<file path="src/rtl/conceal_pkg.sv">
package conceal_pkg;

  // Output source selected for the middle sample of a channel
  typedef enum logic [1:0] {
    PICK_PASS = 2'd0,
    PICK_MEAN = 2'd1,
    PICK_HOLD = 2'd2,
    PICK_ZERO = 2'd3
  } pick_e;

  localparam int NUM_CH = 2;

endpackage

</file>
<file path="src/rtl/conceal_mean.sv">
module conceal_mean #(
  parameter int W = 16
) (
  input  logic signed [W-1:0] a_i,
  input  logic signed [W-1:0] b_i,
  output logic signed [W-1:0] mean_o
);

  localparam int SW = W + 1;

  logic signed [SW-1:0] sum;

  always_comb begin
    sum    = {a_i[W-1], a_i} + {b_i[W-1], b_i};
    // drop LSB of the widened sum: arithmetic floor of the half
    mean_o = sum[SW-1:1];
  end

endmodule

</file>
<file path="src/rtl/conceal_pick.sv">
module conceal_pick
  import conceal_pkg::*;
(
  input  logic  mid_bad_i,
  input  logic  prev_bad_i,
  input  logic  next_bad_i,
  input  logic  interp_en_i,
  input  logic  mute_i,
  output pick_e pick_o
);

  always_comb begin
    if (mute_i) begin
      pick_o = PICK_ZERO;
    end else if (!mid_bad_i || !interp_en_i) begin
      pick_o = PICK_PASS;
    end else if (!prev_bad_i && !next_bad_i) begin
      pick_o = PICK_MEAN;
    end else begin
      pick_o = PICK_HOLD;
    end
  end

endmodule

</file>
<file path="src/rtl/conceal_chan.sv">
module conceal_chan
  import conceal_pkg::*;
#(
  parameter int W = 16
) (
  input  logic         clk,
  input  logic         rst_n,
  input  logic         strobe_i,
  input  logic         primed_i,
  input  logic [W-1:0] sample_i,
  input  logic         bad_i,
  input  logic         interp_en_i,
  input  logic         mute_i,
  output logic [W-1:0] sample_o
);

  logic [W-1:0] mid_q, mid_d;
  logic         mid_bad_q, mid_bad_d;
  logic         prev_bad_q, prev_bad_d;
  logic [W-1:0] good_q, good_d;
  logic [W-1:0] out_q, out_d;
  logic [W-1:0] mean_val;
  pick_e        pick;

  // previous sample equals good_q whenever prev_bad_q is clear
  conceal_mean #(.W(W)) u_mean (
    .a_i    (good_q),
    .b_i    (sample_i),
    .mean_o (mean_val)
  );

  conceal_pick u_pick (
    .mid_bad_i   (mid_bad_q),
    .prev_bad_i  (prev_bad_q),
    .next_bad_i  (bad_i),
    .interp_en_i (interp_en_i),
    .mute_i      (mute_i),
    .pick_o      (pick)
  );

  always_comb begin
    mid_d      = mid_q;
    mid_bad_d  = mid_bad_q;
    prev_bad_d = prev_bad_q;
    good_d     = good_q;
    out_d      = out_q;
    if (strobe_i) begin
      mid_d     = sample_i;
      mid_bad_d = bad_i;
      if (primed_i) begin
        prev_bad_d = mid_bad_q;
        if (!mid_bad_q) begin
          good_d = mid_q;
        end
        unique case (pick)
          PICK_PASS: out_d = mid_q;
          PICK_MEAN: out_d = mean_val;
          PICK_HOLD: out_d = good_q;
          PICK_ZERO: out_d = '0;
          default:   out_d = '0;
        endcase
      end
    end
  end

  always_ff @(posedge clk or negedge rst_n) begin
    if (!rst_n) begin
      mid_q      <= '0;
      mid_bad_q  <= 1'b0;
      prev_bad_q <= 1'b0;
      good_q     <= '0;
      out_q      <= '0;
    end else begin
      mid_q      <= mid_d;
      mid_bad_q  <= mid_bad_d;
      prev_bad_q <= prev_bad_d;
      good_q     <= good_d;
      out_q      <= out_d;
    end
  end

  assign sample_o = out_q;

endmodule

</file>
<file path="src/rtl/conceal_top.sv">
module conceal_top
  import conceal_pkg::*;
#(
  parameter int W = 16
) (
  input  logic         clk,
  input  logic         rst_n,
  input  logic         in_valid,
  input  logic [W-1:0] in_left,
  input  logic [W-1:0] in_right,
  input  logic         in_flag_left,
  input  logic         in_flag_right,
  input  logic         interp_en,
  input  logic         mute,
  output logic         out_valid,
  output logic [W-1:0] out_left,
  output logic [W-1:0] out_right
);

  logic         primed_q, primed_d;
  logic         valid_q, valid_d;
  logic [W-1:0] ch_in  [NUM_CH];
  logic         ch_bad [NUM_CH];
  logic [W-1:0] ch_out [NUM_CH];

  assign ch_in[0]  = in_left;
  assign ch_in[1]  = in_right;
  assign ch_bad[0] = in_flag_left;
  assign ch_bad[1] = in_flag_right;

  for (genvar c = 0; c < NUM_CH; c++) begin : g_ch
    conceal_chan #(.W(W)) u_chan (
      .clk         (clk),
      .rst_n       (rst_n),
      .strobe_i    (in_valid),
      .primed_i    (primed_q),
      .sample_i    (ch_in[c]),
      .bad_i       (ch_bad[c]),
      .interp_en_i (interp_en),
      .mute_i      (mute),
      .sample_o    (ch_out[c])
    );
  end

  always_comb begin
    primed_d = primed_q | in_valid;
    valid_d  = in_valid & primed_q;
  end

  always_ff @(posedge clk or negedge rst_n) begin
    if (!rst_n) begin
      primed_q <= 1'b0;
      valid_q  <= 1'b0;
    end else begin
      primed_q <= primed_d;
      valid_q  <= valid_d;
    end
  end

  assign out_valid = valid_q;
  assign out_left  = ch_out[0];
  assign out_right = ch_out[1];

endmodule

</file>
<file path="config.mk">
export PLATFORM = sky130hd
export DESIGN_NAME = conceal_top
export DESIGN_NICKNAME = d
export VERILOG_FILES = /design/src/rtl/conceal_pkg.sv /design/src/rtl/conceal_mean.sv /design/src/rtl/conceal_pick.sv /design/src/rtl/conceal_chan.sv /design/src/rtl/conceal_top.sv
export SDC_FILE = /design/constraint.sdc
export NUM_CORES = 1
export LEC_CHECK = 0
export BUFFER_PORTS_ARGS = -buffer_cell sky130_fd_sc_hd__buf_2
export CORE_MARGIN = 8
export CORE_UTILIZATION = 30
export CTS_BUF_LIST = sky130_fd_sc_hd__clkbuf_4
export DETAILED_ROUTE_END_ITERATION = 8
export SETUP_SLACK_MARGIN = 0.05
export SYNTH_ARGS = -nofsm -noshare
export SYNTH_HDL_FRONTEND = slang
export SYNTH_HIERARCHICAL = 1
export SYNTH_SLANG_ARGS = --single-unit
</file>
<file path="constraint.sdc">
create_clock -name clk -period 7.2 [get_ports clk]
set_clock_uncertainty 0.15 [all_clocks]
set_input_delay 1.44 -clock clk [delete_from_list [all_inputs] [get_ports clk]]
set_output_delay 1.44 -clock clk [all_outputs]
set_load 0.005 [all_outputs]
</file>
# Word level (Yosys, flattened, before mapping)
# Index checks and enable logic that the tools add are counted.
totals:
  register_bits: 102
  input_bits: 39
classes:
  add_sub_neg: 2
  n_eq_ne: 6
  n_mux: 8
  n_bitwise: 4
  reduce_logical: 16
op_table:
  columns: ["operator", "n"]
  rows:
  - ["case mux 16 bit (4 select lines)", 2]
  - ["adder 16 x 16 -> 17 bit", 2]
  - ["2-to-1 mux 2 bit", 6]
  - ["== test 2 bit (second input constant)", 4]
  - ["logical NOT 1 bit", 7]
  - ["AND reduction 3 bit", 2]
  - ["== test 2 x 1 -> 1 bit (second input constant)", 2]
  - ["logical NOT 2 bit", 2]
  - ["logical AND 1 bit", 2]
  - ["logical OR 1 bit", 2]
  - ["NOT 1 bit", 2]
  - ["AND reduction 2 bit", 1]
  - ["bitwise AND 1 bit", 1]
  - ["OR 1 bit", 1]

# Longest topological paths before layout
# Gate-level depths: netlist (run 1).
logic_depth:
  ltp_word: 7
  depth_mapped: 10

# Hierarchy
# The synthesis (run 1) kept the hierarchy.
by_module_without_submodules:
  columns: ["module", "n_inst", "cells_each", "area_per_inst_um2", "seq_area_each_um2"]
  rows:
  - ["conceal_chan", 2, 180, 2263.4, 1251.2]
  - ["conceal_mean at g_ch[0].u_chan.u_mean", 1, 113, 818.3, 0.0]
  - ["conceal_mean at g_ch[1].u_chan.u_mean", 1, 111, 774.5, 0.0]
  - ["conceal_top", 1, 4, 63.8, 50.0]
  - ["conceal_pick", 2, 4, 26.3, 0.0]

# Least setup slack after synthesis (run 1)
# Ideal clock, no wire load.
synth_timing:
  kind: "input port to flip-flop"
  from: "input in_right[0]"
  to: "register g_ch[1].u_chan.out_q[9]"
  setup_time_ns: 0.082
  arrival_ns: 3.460
  slack_ns: 3.508
  path_stages: 10
  n_path_buf: 0
  path_cell_list: "and2_1 -> fa_1 -> a21o_1 -> a311o_2 -> a31oi_1 -> a211o_1 -> xnor2_1 -> mux2i_1 -> or2_2 -> a31oi_1"
synth_via:
  elab_chain_cells: 2
synth_rtl:
  columns: ["element", "line", "source"]
  rows:
  - ["start: declaration", "conceal_top.sv:10", "input logic [W-1:0] in_right,"]
  - ["adder 16 x 16 -> 17 bit", "conceal_mean.sv:14", "sum = {a_i[W-1], a_i} + {b_i[W-1], b_i};"]
  - ["named net g_ch[1].u_chan.mean_val[9]", "conceal_chan.sv:22", "logic [W-1:0] mean_val;"]
  - ["case mux 16 bit (4 select lines)", "conceal_chan.sv:55", "unique case (pick)"]
  - ["end signal: assignment", "conceal_chan.sv:78", "out_q <= out_d;"]
  - ["end: declaration", "conceal_chan.sv:21", "logic [W-1:0] out_q, out_d;"]
# The timed path passes the listed nets, and every way through them passes these cells.
# A chain may end at the register's enable or synchronous reset.

# Worst setup path after layout (run 1)
layout_timing:
  from: "input in_left[0]"
  to: "register g_ch[0].u_chan.out_q[9]"
layout_via:
  elab_chain_cells: 2
layout_rtl:
  columns: ["element", "line", "source"]
  rows:
  - ["start: declaration", "conceal_top.sv:9", "input logic [W-1:0] in_left,"]
  - ["adder 16 x 16 -> 17 bit", "conceal_mean.sv:14", null]
  - ["named net g_ch[0].u_chan.mean_val[9]", "conceal_chan.sv:22", null]
  - ["case mux 16 bit (4 select lines)", "conceal_chan.sv:55", null]
  - ["end signal: assignment", "conceal_chan.sv:78", null]
  - ["end: declaration", "conceal_chan.sv:21", null]
# The timed path passes the listed nets, and every way through them passes these cells.

==> results of run 1 <==
[layout by cell type, fill, tap and decap left out, types with 4 or more instances in the layout]
cell type                    n
sky130_fd_sc_hd__a211oi_1    5
sky130_fd_sc_hd__a21o_1      4
sky130_fd_sc_hd__a21oi_1    27
sky130_fd_sc_hd__a31oi_1    37
sky130_fd_sc_hd__buf_2      70
sky130_fd_sc_hd__buf_4       7
sky130_fd_sc_hd__clkbuf_4   10
sky130_fd_sc_hd__dfrtp_1   102
sky130_fd_sc_hd__ha_1       30
sky130_fd_sc_hd__inv_1      13
sky130_fd_sc_hd__mux2_2     48
sky130_fd_sc_hd__mux2_4     18
sky130_fd_sc_hd__mux2i_1    34
sky130_fd_sc_hd__nand2_1    55
sky130_fd_sc_hd__nand3_1     5
sky130_fd_sc_hd__nand4_1     6
sky130_fd_sc_hd__nor2_1     53
sky130_fd_sc_hd__nor2b_1     4
sky130_fd_sc_hd__nor3_1      5
sky130_fd_sc_hd__o21a_1      4
sky130_fd_sc_hd__o21ai_0     9
sky130_fd_sc_hd__or2_1       4
sky130_fd_sc_hd__or2_2      32
sky130_fd_sc_hd__xnor2_1    12
sky130_fd_sc_hd__xor2_1      8
[layer usage]
| layer | part of all wire [%] | routed length (µm) | GRT usage (%) | up-vias |
|---|---|---|---|---|
| li1 | - | - | - | 2262 |
| met1 | 46 | 6820 | 14.5 | 2163 |
| met2 | 48 | 7120 | 19.8 | 81 |
| met3 | 4.0 | 588 | 2.90 | 15 |
| met4 | 1.2 | 174 | 2.93 | 0 |
| met5 | 0 | 0 | 0 | - |
[worst reg2reg max path, stage by stage, from the launching register on]
cell,delay (ps)
sky130_fd_sc_hd__dfrtp_1,440
sky130_fd_sc_hd__and2_1,180
sky130_fd_sc_hd__fa_1,390
sky130_fd_sc_hd__a21o_1,220
sky130_fd_sc_hd__a311o_1,410
sky130_fd_sc_hd__a211oi_2,270
sky130_fd_sc_hd__o31ai_1,110
sky130_fd_sc_hd__xor2_1,160
sky130_fd_sc_hd__mux2i_1,80
sky130_fd_sc_hd__or2_2,300
sky130_fd_sc_hd__a31oi_1,150
[worst min-delay path by stage]
| stage | cells past startpoint | to | slack, ps | from |
|---|---|---|---|---|
| finish | 1 | g_ch[0].u_chan/prev_bad_q | 390 | g_ch[0].u_chan/prev_bad_q |
| CTS | 1 | g_ch[0].u_chan/prev_bad_q | 390 | g_ch[0].u_chan/prev_bad_q |
| floorplan | 1 | primed_q | 320 | primed_q |
| global route | 1 | g_ch[0].u_chan/prev_bad_q | 420 | g_ch[0].u_chan/prev_bad_q |
| global placement | 1 | g_ch[0].u_chan/prev_bad_q | 350 | g_ch[0].u_chan/prev_bad_q |
| detailed placement | 1 | g_ch[0].u_chan/prev_bad_q | 360 | g_ch[0].u_chan/prev_bad_q |
[synth_stat cells, types with 5 or more instances]
cell type,count
sky130_fd_sc_hd__xnor2_1,12
sky130_fd_sc_hd__mux2_4,18
sky130_fd_sc_hd__a211oi_1,5
sky130_fd_sc_hd__xor2_1,8
sky130_fd_sc_hd__inv_1,13
sky130_fd_sc_hd__clkbuf_1,9
sky130_fd_sc_hd__nand2_1,55
sky130_fd_sc_hd__buf_2,6
sky130_fd_sc_hd__or2_2,32
sky130_fd_sc_hd__dfrtp_1,102
sky130_fd_sc_hd__nor3_1,5
sky130_fd_sc_hd__a21oi_1,27
sky130_fd_sc_hd__nand3_1,5
sky130_fd_sc_hd__nor2_1,53
sky130_fd_sc_hd__mux2i_1,34
sky130_fd_sc_hd__mux2_2,48
sky130_fd_sc_hd__o21ai_0,9
sky130_fd_sc_hd__nand4_1,6
sky130_fd_sc_hd__a31oi_1,37
sky130_fd_sc_hd__buf_6,9
sky130_fd_sc_hd__buf_4,5
sky130_fd_sc_hd__ha_1,30
[state kept, by name (all words and copies together) (netlist names)]
signal,flops
g_ch.u_chan/good_q,32
g_ch.u_chan/mid_bad_q,2
g_ch.u_chan/mid_q,32
g_ch.u_chan/prev_bad_q,2
g_ch.u_chan/sample_o,32
out_valid,1
primed_q,1
[per-stage QoR]
| step | utilization, % | cell area, µm² |
|---|---|---|
| 6_report | 34.1 | 6930 |
| 5_1_grt | 34.1 | 6930 |
| 4_1_cts | 34.1 | 6930 |
| 3_5_place_dp | 33.4 | 6770 |
| 3_3_place_gp | 33.4 | 6770 |
| 2_1_floorplan | - | 6240 |
[where the power goes]
part / switching [W] / internal, W
clock network: 0.000185 / 0.000141
logic: 0.000378 / 0.000363
registers: 0.0000774 / 0.000674
[cells by family after synthesis]
logic type                 count (synthesis)  synth area share (%)
xor gates and xnor gates                  20                  2.81
AOI/OAI and AO/OA                        118                  12.7
buffers and inverters                     42                  4.03
muxes                                    100                  18.5
and+or+nand+nor                          182                  14.4
DFF                                      102                  40.9
adders and majority gates                 32                  6.66
[final cells by class]
| type | count | area, µm² |
|---|---|---|
| antenna | 1 | 2.50 |
| clock buffer | 10 | 75.1 |
| clock inverter | 6 | 76.3 |
| fill | 2099 | 13400 |
| inverter | 13 | 48.8 |
| multi-input combinational | 452 | 3430 |
| sequential | 102 | 2550 |
| tap | 270 | 338 |
| timing repair buffer | 77 | 403 |
==> impl_summary.md, run 1 <==
Timing
The achievable clock frequency is 281 MHz. The number of pins with negative max-slew slack in the final report is 0. The worst path meets setup with 3650 ps of slack. Setup violations remaining at the end of the flow were counted as 0. In this run the tightest slew margin relative to its limit is 22.7%. The minimum period implied by the final worst setup slack is 3550 ps. The final cycle utilization of the critical path is between 40% and 50%.

Setup repair after global routing left no endpoint under its margin. The worst slack on hold paths is a little under 400 ps. The final-layout setup total negative slack is 0 ps.

For the pin with the worst max-slew slack, the measured transition is 1160 ps. The final count of hold timing violations came to 0.

Worst setup path
The critical setup path kind is in2reg. The worst setup path endpoint is g_ch[0].u_chan/sample_o[9]. Among all stages on the critical path, the largest delay is contributed by sky130_fd_sc_hd__a311o_1. The count of buffer and inverter cells on the critical path is 1. Walking the worst path, the cells encountered are buf_2 > and2_1 > fa_1 > a21o_1 > a311o_1 > a211oi_2 > o31ai_1 > xor2_1 > mux2i_1 > or2_2 > a31oi_1. The largest fanout on the critical path is 3.

The number of cells on the worst reg-to-reg path is 10. The startpoint identified for the worst register-to-register timing path is g_ch[0].u_chan/good_q[0]. The nature of the critical path startpoint is an input port. The worst register-to-register path ends at g_ch[0].u_chan/sample_o[9]. For the worst setup path, the data arrival time is 3800 ps. In this run the worst setup path begins at in_left[0]. The number of cells on the critical path is 11. The endpoint class of the critical path is a flip-flop.

The critical path data required time is 7440 ps. On the worst path, the slowest cell contributes a delay of 410 ps. Setup slack on the worst reg-to-reg path comes out at 4260 ps. The kind of cell with the highest combined delay along the critical path is compound AO/OA/AOI/OAI gates.

Placed design
The HPWL after detailed placement is 10.5 mm. The global placement routability congestion is 0.855. Before CTS, the worst setup slack after placement is 3160 ps. In this run, placement finished with an instance count of 914. The count of buffers from port buffering is between 70 and 80.

Synth
After technology mapping, the gate count stands at 596. Summed over all instances, the cell type with the most area after synthesis is sky130_fd_sc_hd__dfrtp_1. Synthesis produced a netlist with a net count of 667. After synthesis the netlist holds a flip-flop and latch count of 102.

The fraction of the yosys area taken by sequential cells is 40.9%. The cell area that synthesis handed to floorplanning was 6240 µm². After synthesis, the share of flip-flops with an asynchronous set or reset is 100%.

The number of distinct library cells after synthesis is 63. For this run, the number of Yosys warnings is 6. By area the synthesized netlist is led by sky130_fd_sc_hd__dfrtp_1 41%, sky130_fd_sc_hd__mux2_2 8.7%, sky130_fd_sc_hd__ha_1 6.0%. The synthesized design contains 0 enable-type register cells. The average size of a mapped cell is 10.5 µm². For this run, the leading register cell type out of synthesis is sky130_fd_sc_hd__dfrtp_1. The share of synthesized area in the top cell type comes to 40.9%.

Global route
The maximum number of pins on one net before global-route repair is 59. The number of antenna violations at the first check in global routing is 1. The total global-route track usage is 11.7%. The first global-routing pass estimated 24.2 mm of wire. The total grt overflow is 0. The via count of the first global-routing pass is between 4k and 5k.

Die
The height of the die is 160 µm. The number of core rows is 52. The area inside the core boundary is just over 20000 µm². 72 I/O pins were placed. For this configuration, the core starts out at a cell density of roughly 30%. The width of the chip is 160 µm. The area enclosed by the die boundary is 25700 µm².

Power
Overall power consumption after layout is estimated at around 0.0018 W. The largest vdd supply drop is about 0.00010 V. In this run the static leakage power is 3.11 nW. The power per unit of standard cell area is 262 nW/µm².

Min path
The kind of path behind the tightest hold check is reg2reg.

Clock tree
The H-tree depth reported by CTS is 3. The count of instances resized after the clock tree is built is 0. After clock tree synthesis, the setup repair step added 0 buffers. The count of clock tree sinks is 102.

In this run the deepest clock path goes through 2 buffers. The TritonCTS clock tree is yes. Hold repair after CTS inserted 0 buffers.

The clock transition time at the flip-flop clock pins of the worst setup and hold paths is ~150 ps. The CTS root buffer is sky130_fd_sc_hd__clkbuf_4. The later pin in the worst-skew pair is clocked with a latency of 460 ps. The TritonCTS buffer count is 9.

Finish
The number of nets in the layout is 726. The layout overhead on the synthesized area is 11.1%. Excluding fillers, the count of instances in the completed layout stands at 931. The fraction of final layout cells with drive strength greater than 1 is 30.9%.

Routing
The final wirelength is between 10 and 15 mm. Detailed routing inserted a total of 4521 vias. The length of the first detailed-routing pass in iterations is 4.

The routed length per placed instance is about 16 µm. After detailed routing, the number of remaining DRC violations is 0. The number of design-rule violations left by the first detailed-router iteration is ~260.

The number of nets with antenna violations after detailed routing is 0. Dividing the detail-routed via count by the number of cells gives 4.86.

Status
The flow ran to the end, and the final reports show no timing, DRC or antenna violations.

Run
Max-cap violations in this run came to 0.
No activity file was read; power rests on OpenSTA's default activity.
==> inputs of run 2 (changes only) <==
- clock period: 7.2 -> 3 ns (I/O delays scaled with it)
==> impl_summary.md, run 2 (same netlist as run 1, synthesis figures left out) <==
Die
The area enclosed by the die boundary is around 26000 µm². After floorplanning, the core was divided into 52 placement rows. The area inside the core boundary is 20300 µm². The die is 160 µm tall. The width of the chip is 160 µm.

In this run the count of I/O pins placed on the die edge is 72. The starting density of the core is between 30 and 40%.

Clock tree
The clock net in this run drives a total of 102 sinks. The latest clock arrival within the worst-skew pair is 490 ps. The clock tree synthesis step divided the H-tree into 3 levels. TritonCTS built the clock tree. The CTS root buffer is sky130_fd_sc_hd__clkbuf_4. The maximum clock insertion buffer count is 2. The clock transition time at the flip-flop clock pins of the worst setup and hold paths is 160 ps. The TritonCTS buffer count is 9.

Worst setup path
For the worst setup path, the data required time is 3210 ps. The endpoint class of the critical path is a flip-flop. The arrival time at the worst endpoint is 3070 ps. STA classifies the critical path startpoint as a flip-flop. The worst setup slack for register-to-register paths is between 100 and 150 ps. The worst setup path endpoint is g_ch[1].u_chan/sample_o[11]. For the worst flop-to-flop path, the logic depth is 11. The critical register-to-register path endpoint is g_ch[1].u_chan/sample_o[11]. The delay of the slowest cell on the worst path is 440 ps. The most critical setup path has its startpoint at g_ch[1].u_chan/good_q[0].

In this run the critical register-to-register path is launched from g_ch[1].u_chan/good_q[0]. In this run the worst path has a maximum fanout of 4. The worst setup path is of the reg2reg kind. Walking the worst path, the cells encountered are and2_1 > fa_1 > a21o_1 > a311o_2 > buf_4 > a31oi_4 > nor2_2 > o311a_1 > mux2i_1 > or2_2 > a31oi_1. The cell with the largest stage delay on the worst path is sky130_fd_sc_hd__dfrtp_1.

Finish
The number of nets in the layout is 748. From synthesis to final layout, the design area changed by 14.8%. The library cell used most frequently in the layout, excluding fill and tap cells, is sky130_fd_sc_hd__dfrtp_1. In the final layout, the share of cells above drive strength 1 is 34.0%. The count of placed standard cells in the final layout, fillers left out is 954.

Leaving out fill and tap cells, the most frequent cells in the layout are 102 x sky130_fd_sc_hd__dfrtp_1, 70 x sky130_fd_sc_hd__buf_2, 55 x sky130_fd_sc_hd__nand2_1, 53 x sky130_fd_sc_hd__nor2_1, 48 x sky130_fd_sc_hd__mux2_2.

Timing
The final cycle utilization of the critical path is a little over nine tenths. The final count of hold timing violations is 0. Final hold analysis gives a worst-case slack of 210 ps. The achievable clock frequency is 349 MHz. The number of endpoints failing setup at the final stage is 0.

Setup repair after global routing left no endpoint under its margin. The minimum period implied by the final worst setup slack is roughly 2900 ps. Headroom to the max-slew limit came out at between 70 and 80%. The number of pins with negative max-slew slack in the final report is 0. For the pin with the worst max-slew slack, the measured transition is roughly 420 ps.

Status
The flow ran to the end, and the final reports show no timing, DRC or antenna violations.

Placed design
The global placement routability congestion is a little under 0.9. The count of buffers from port buffering is just over 70. The number of cells in the design after placement is 933. The half-perimeter wire length after detailed placement is between 10 and 15 mm.

Power
The clock share of power is 18.3%. Power spread over the standard cell area amounts to ~630 nW/µm². The combinational share of power is 41.7%. The largest vdd supply drop is 0.000331 V.

Net switching is 35.6% of the power. The analysis attributes to cell leakage a power of 3.22 nW. The switching power of the nets is 0.00161 W.

Cell internal power was estimated by the tool at roughly 0.0029 W. Of the total power, registers draw 40.0%.

Routing
The length of the first detailed-routing pass in iterations is 5. The routed length per placed instance is 16.2 µm. In the routed design, unresolved DRC markers number 0.

After detailed routing, the number of vias per cell comes to 4.85. The number of design-rule violations left by the first detailed-router iteration is 285. Detailed routing inserted a total of 4624 vias. Once detail routing completed, the nets flagged for antenna violations numbered 0.

For this block, the routed nets add up to 15.4 mm of wire.

Min path
The path class of the tightest hold or removal check is in2reg. The source of the worst hold timing path is in_right[2].

Global route
The first global-routing pass estimated about 25 mm of wire. The via count of the first global-routing pass came to about 4.7k. The number of antenna violations at the first check in global routing was 2.

Entering global routing, the biggest net connects 48 pins. The total grt overflow is 0. The total global-route track usage is about an eighth.

Run
The max-capacitance violation count is 0.
[run 2: how the worst min path moves through the flow]
stage,depth (start not counted),slack (ps),to
6_report,2,210,g_ch[1].u_chan/mid_q[2]
4_1_cts,2,160,g_ch[0].u_chan/mid_bad_q
3_5_place_dp,1,350,primed_q
2_1_floorplan,0,150,g_ch[0].u_chan/good_q[0]
3_3_place_gp,1,340,primed_q
5_1_grt,2,170,g_ch[1].u_chan/mid_q[3]
[run 2: worst max-delay path, delay by kind of cell, from the launching register on]
family          cells  cell delay (ps)
compound gates      5             1140
fa+ha+maj           1              400
buf+inv             1              160
flops               1              440
mux                 1              120
simple gates        3              330
[run 2: layout make-up]
class                   count  area [µm²]
inverters                  13        48.8
repair buffers             99         583
well taps                 270         338
diodes                      2        5.00
flip-flops and latches    102        2550
clock buffers              10        75.1
clock inverters             6        86.3
multi-input cells         452        3470
fillers                  2103       13100
[run 2: metrics by stage]
step	util [%]	setup slack (ps)	total power, W	TNS [ps]	area, µm²
CTS	35.0	66.6	0.00455	0	7100
finish	35.3	132	0.00451	0	7160
global route	35.3	27.9	0.00487	0	7160
floorplan	-	148	0.00317	0	6240
global placement	34.1	-120	0.00367	-690	6930
detailed placement	34.1	-152	0.00369	-962	6930
[run 2: layer usage]
layer / vias to the layer above / wire, µm / GRT usage, %
li1: 2310 / - / -
met1: 2220 / 7500 / 15.7
met2: 78 / 7140 / 20.3
met3: 14 / 633 / 3.29
met4: 2 / 157 / 2.93
met5: - / 13 / 0
[run 2: power groups by stage]
stage | logic (W) | registers (W) | clock network [W]
CTS | 0.00187 | 0.00180 | 0.000877
detailed placement | 0.00186 | 0.00183 | 0
floorplan | 0.00137 | 0.00179 | 0
global route | 0.00211 | 0.00184 | 0.000925
finish | 0.00188 | 0.00180 | 0.000827
global placement | 0.00184 | 0.00183 | 0
[run 2: repair_timing]
item                                    in CTS  in global routing
gates resized for setup                      0                  9
hold buffers                                 1                  0
endpoints found under the setup margin       0                  8
endpoints found under the hold margin       28                  0
buffers inserted                             0                  2
==> inputs of run 3 (changes only) <==
- BUFFER_PORTS_ARGS: -buffer_cell sky130_fd_sc_hd__buf_2 -> not set
- DONT_BUFFER_PORTS: not set -> 1
==> impl_summary.md, run 3 (same netlist as run 1, synthesis figures left out) <==
Timing
The final count of hold timing violations was 102. Setup repair after global routing left no endpoint under its margin. Setup violations remaining at the end of the flow were counted as 0. The achievable clock frequency is 362 MHz. The worst-case headroom to the max-slew limit is 54.2%. Adding up every negative setup slack in the final design gives 0 ps. The minimum period implied by the final worst setup slack is 2760 ps. The worst slack on hold paths is -342 ps.

The slew at the pin closest to its max-slew limit is 685 ps. The final cycle utilization of the critical path is 92.0%. The number of pins with negative max-slew slack in the final report is 0. The worst path meets setup with between 200 and 250 ps of slack.

Die
The area inside the core boundary is 20300 µm². After floorplanning, the core was divided into 52 placement rows. The floorplan step defined a die boundary enclosing approximately 26000 µm². In this run the horizontal extent of the chip is 160 µm. The floorplan step set the die height to roughly 160 µm. The starting density of the core is between 30% and 40%. The number of ports placed on the die boundary is 72.

Status
The checks that failed: negative hold slack. The flow ran to the end, but the final reports show violations.

Clock tree
The count of clock tree sinks is 102. The TritonCTS clock tree is yes. The maximum clock insertion buffer count is 2. The cell sitting at the root of the clock tree is a sky130_fd_sc_hd__clkbuf_4. The H-tree depth reported by CTS is 3. After clock tree synthesis, the clock-pin slew on the worst setup and hold paths is 150 ps. The TritonCTS buffer count is 9. Clock latency on the worst-skew pair, taken at its later pin, is 460 ps.

Global route
The layer flagged by global routing as most heavily used is met2. The total overflow left after global routing is 0. Entering global routing, the biggest net connects about 100 pins. The first global-routing pass estimated between 20 and 25 mm of wire. Global routing used 12.1% of the available tracks. The via count of the first global-routing pass is 4438. Global routing used 14.5% of the available met1 tracks. The number of antenna violations at the first check in global routing was 1. For this run, global-route usage on met2 was measured as around a fifth. The met3 demand-to-capacity share in global routing is about 4.5%.

Worst setup path
The largest single stage delay on the critical path is 430 ps. Of all nets on the critical path, the largest fanout is 4. In this run the worst setup path begins at g_ch[0].u_chan/good_q[0]. The arrival time at the worst endpoint is 3000 ps. For the worst setup path, the data required time is ~3200 ps. Among all stages on the critical path, the largest delay is contributed by sky130_fd_sc_hd__dfrtp_1. STA classifies the critical path endpoint as a flip-flop. Counting cells, the worst reg-to-reg path comes to 10. Walking the worst path, the cells encountered are and2_1 > fa_2 > a21o_1 > a311o_1 > a211oi_2 > o31ai_1 > xor2_1 > mux2i_1 > or2_2 > a31oi_1.

The startpoint identified for the worst register-to-register timing path is g_ch[0].u_chan/good_q[0]. By startpoint and endpoint, the worst setup path is classified as reg2reg. The nature of the critical path startpoint is a flip-flop.

Routing
The first routing iteration left 211 violations. Dividing the detail-routed wire length by the instance count gives approximately 17 µm. The overall via count from detail_route is 4322. The final wirelength is about 15 mm. Before antenna repair, the detailed router went through 4 iterations. In the routed design, unresolved DRC markers number 0.

In the routed layout, each cell is associated on average with a via count of 4.98. The number of nets with antenna violations after detailed routing is 0.

Finish
Compared with the post-synthesis result, the final layout area differs by 6.38%. The number of nets in the layout is between 600 and 700. The most common library cell in the layout ignoring fill and taps is sky130_fd_sc_hd__dfrtp_1. The fraction of final layout cells with drive strength greater than 1 is a little under a quarter. The library cells used most frequently in the layout, excluding fill and tap cells, are 102 x sky130_fd_sc_hd__dfrtp_1, 55 x sky130_fd_sc_hd__nand2_1, 53 x sky130_fd_sc_hd__nor2_1, 48 x sky130_fd_sc_hd__mux2_2, 37 x sky130_fd_sc_hd__a31oi_1. The area of all placed cells without fillers is 6630 µm². The area taken by flip-flops and latches is 2550 µm². The area of the multi-input gates is 3440 µm².

The count of fill cells added during filler insertion is between 2k and 2.5k.

Run
The max-capacitance violation count is 0.

Placed design
The congestion estimate from routability-driven global placement came to roughly 0.85. At the placement stage, the worst setup path has a slack of ~19 ps. Detailed placement finished with a half-perimeter wire length of between 10 and 15 mm. The placed cell area is approximately 6500 µm². During placement, the flow inserted port buffers numbering 0.

Power
For this design the ratio of total power to cell area is around 640 nW/µm². Summed over all cells, the static leakage comes to 2.86 nW. The largest vdd supply drop is 0.000314 V.

Min path
The tightest min-delay check is of the in2async type.
[run 3: cell types whose count changed in the layout (fill, tap and decap cells not counted), moves of 2 or more]
cell and change:
sky130_fd_sc_hd__or2_4 -2, sky130_fd_sc_hd__buf_4 -13, sky130_fd_sc_hd__buf_2 -70, sky130_fd_sc_hd__a31oi_1 +2, sky130_fd_sc_hd__clkinv_2 +2, sky130_fd_sc_hd__or2_2 +2
sky130_fd_sc_hd__clkinvlp_4 -3
[run 3: critical path: cells and delay by family (launching register included)]
family	cells	cell delay, ps
adder cells (fa/ha/maj)	1	330
AND/OR/NAND/NOR	2	450
multiplexers	1	80
AO/OA/AOI/OAI	5	1040
XOR/XNOR	1	190
flip-flops	1	430
[run 3: where the power goes]
part	total [W]	switching [W]	internal, W
Sequential	0.00185	0.000228	0.00162
Combinational	0.00163	0.000801	0.000825
Clock	0.000770	0.000444	0.000326
[run 3: stage by stage]
stage / std cells / hold slack, ps / utilization (%) / power (W)
finish: 868 / -342 / 32.7 / 0.00424
global route: 868 / -408 / 32.7 / 0.00459
CTS: 865 / -403 / 32.6 / 0.00431
detailed placement: 850 / 158 / 31.9 / 0.00350
global placement: 850 / 158 / 31.9 / 0.00348
floorplan: 596 / 154 / - / 0.00317
[run 3: metal layers]
metal | vias to the layer above | wire length, µm
met4 | 0 | 164
met2 | 79 | 7140
met5 | - | 0
met3 | 15 | 1040
li1 | 2123 | -
met1 | 2105 | 6590
[run 3: layout make-up]
type                       count  area share, %
inverter                      13          0.736
multi-input combinational    452           51.8
tap                          270           5.09
timing repair buffer          14           1.58
clock buffer                   9           1.02
sequential                   102           38.5
antenna                        2         0.0754
clock inverter                 6           1.17
[run 3: final timing paths]
check / to / slack (ps)
max: g_ch[0].u_chan/sample_o[9] / 240
min: g_ch[1].u_chan/mid_q[2] / -340
max reg2reg: g_ch[0].u_chan/sample_o[9] / 240
min reg2reg: g_ch[0].u_chan/prev_bad_q / 390
max in group asynchronous: g_ch[0].u_chan/good_q[11] / 2810
min in group clk: primed_q / 110
[run 3: repair_timing]
item / in CTS / in global routing
setup endpoints to repair: 0 / 7
resized for setup: 0 / 3
buffers inserted: 0 / 1
hold endpoints to repair: 102 / 102
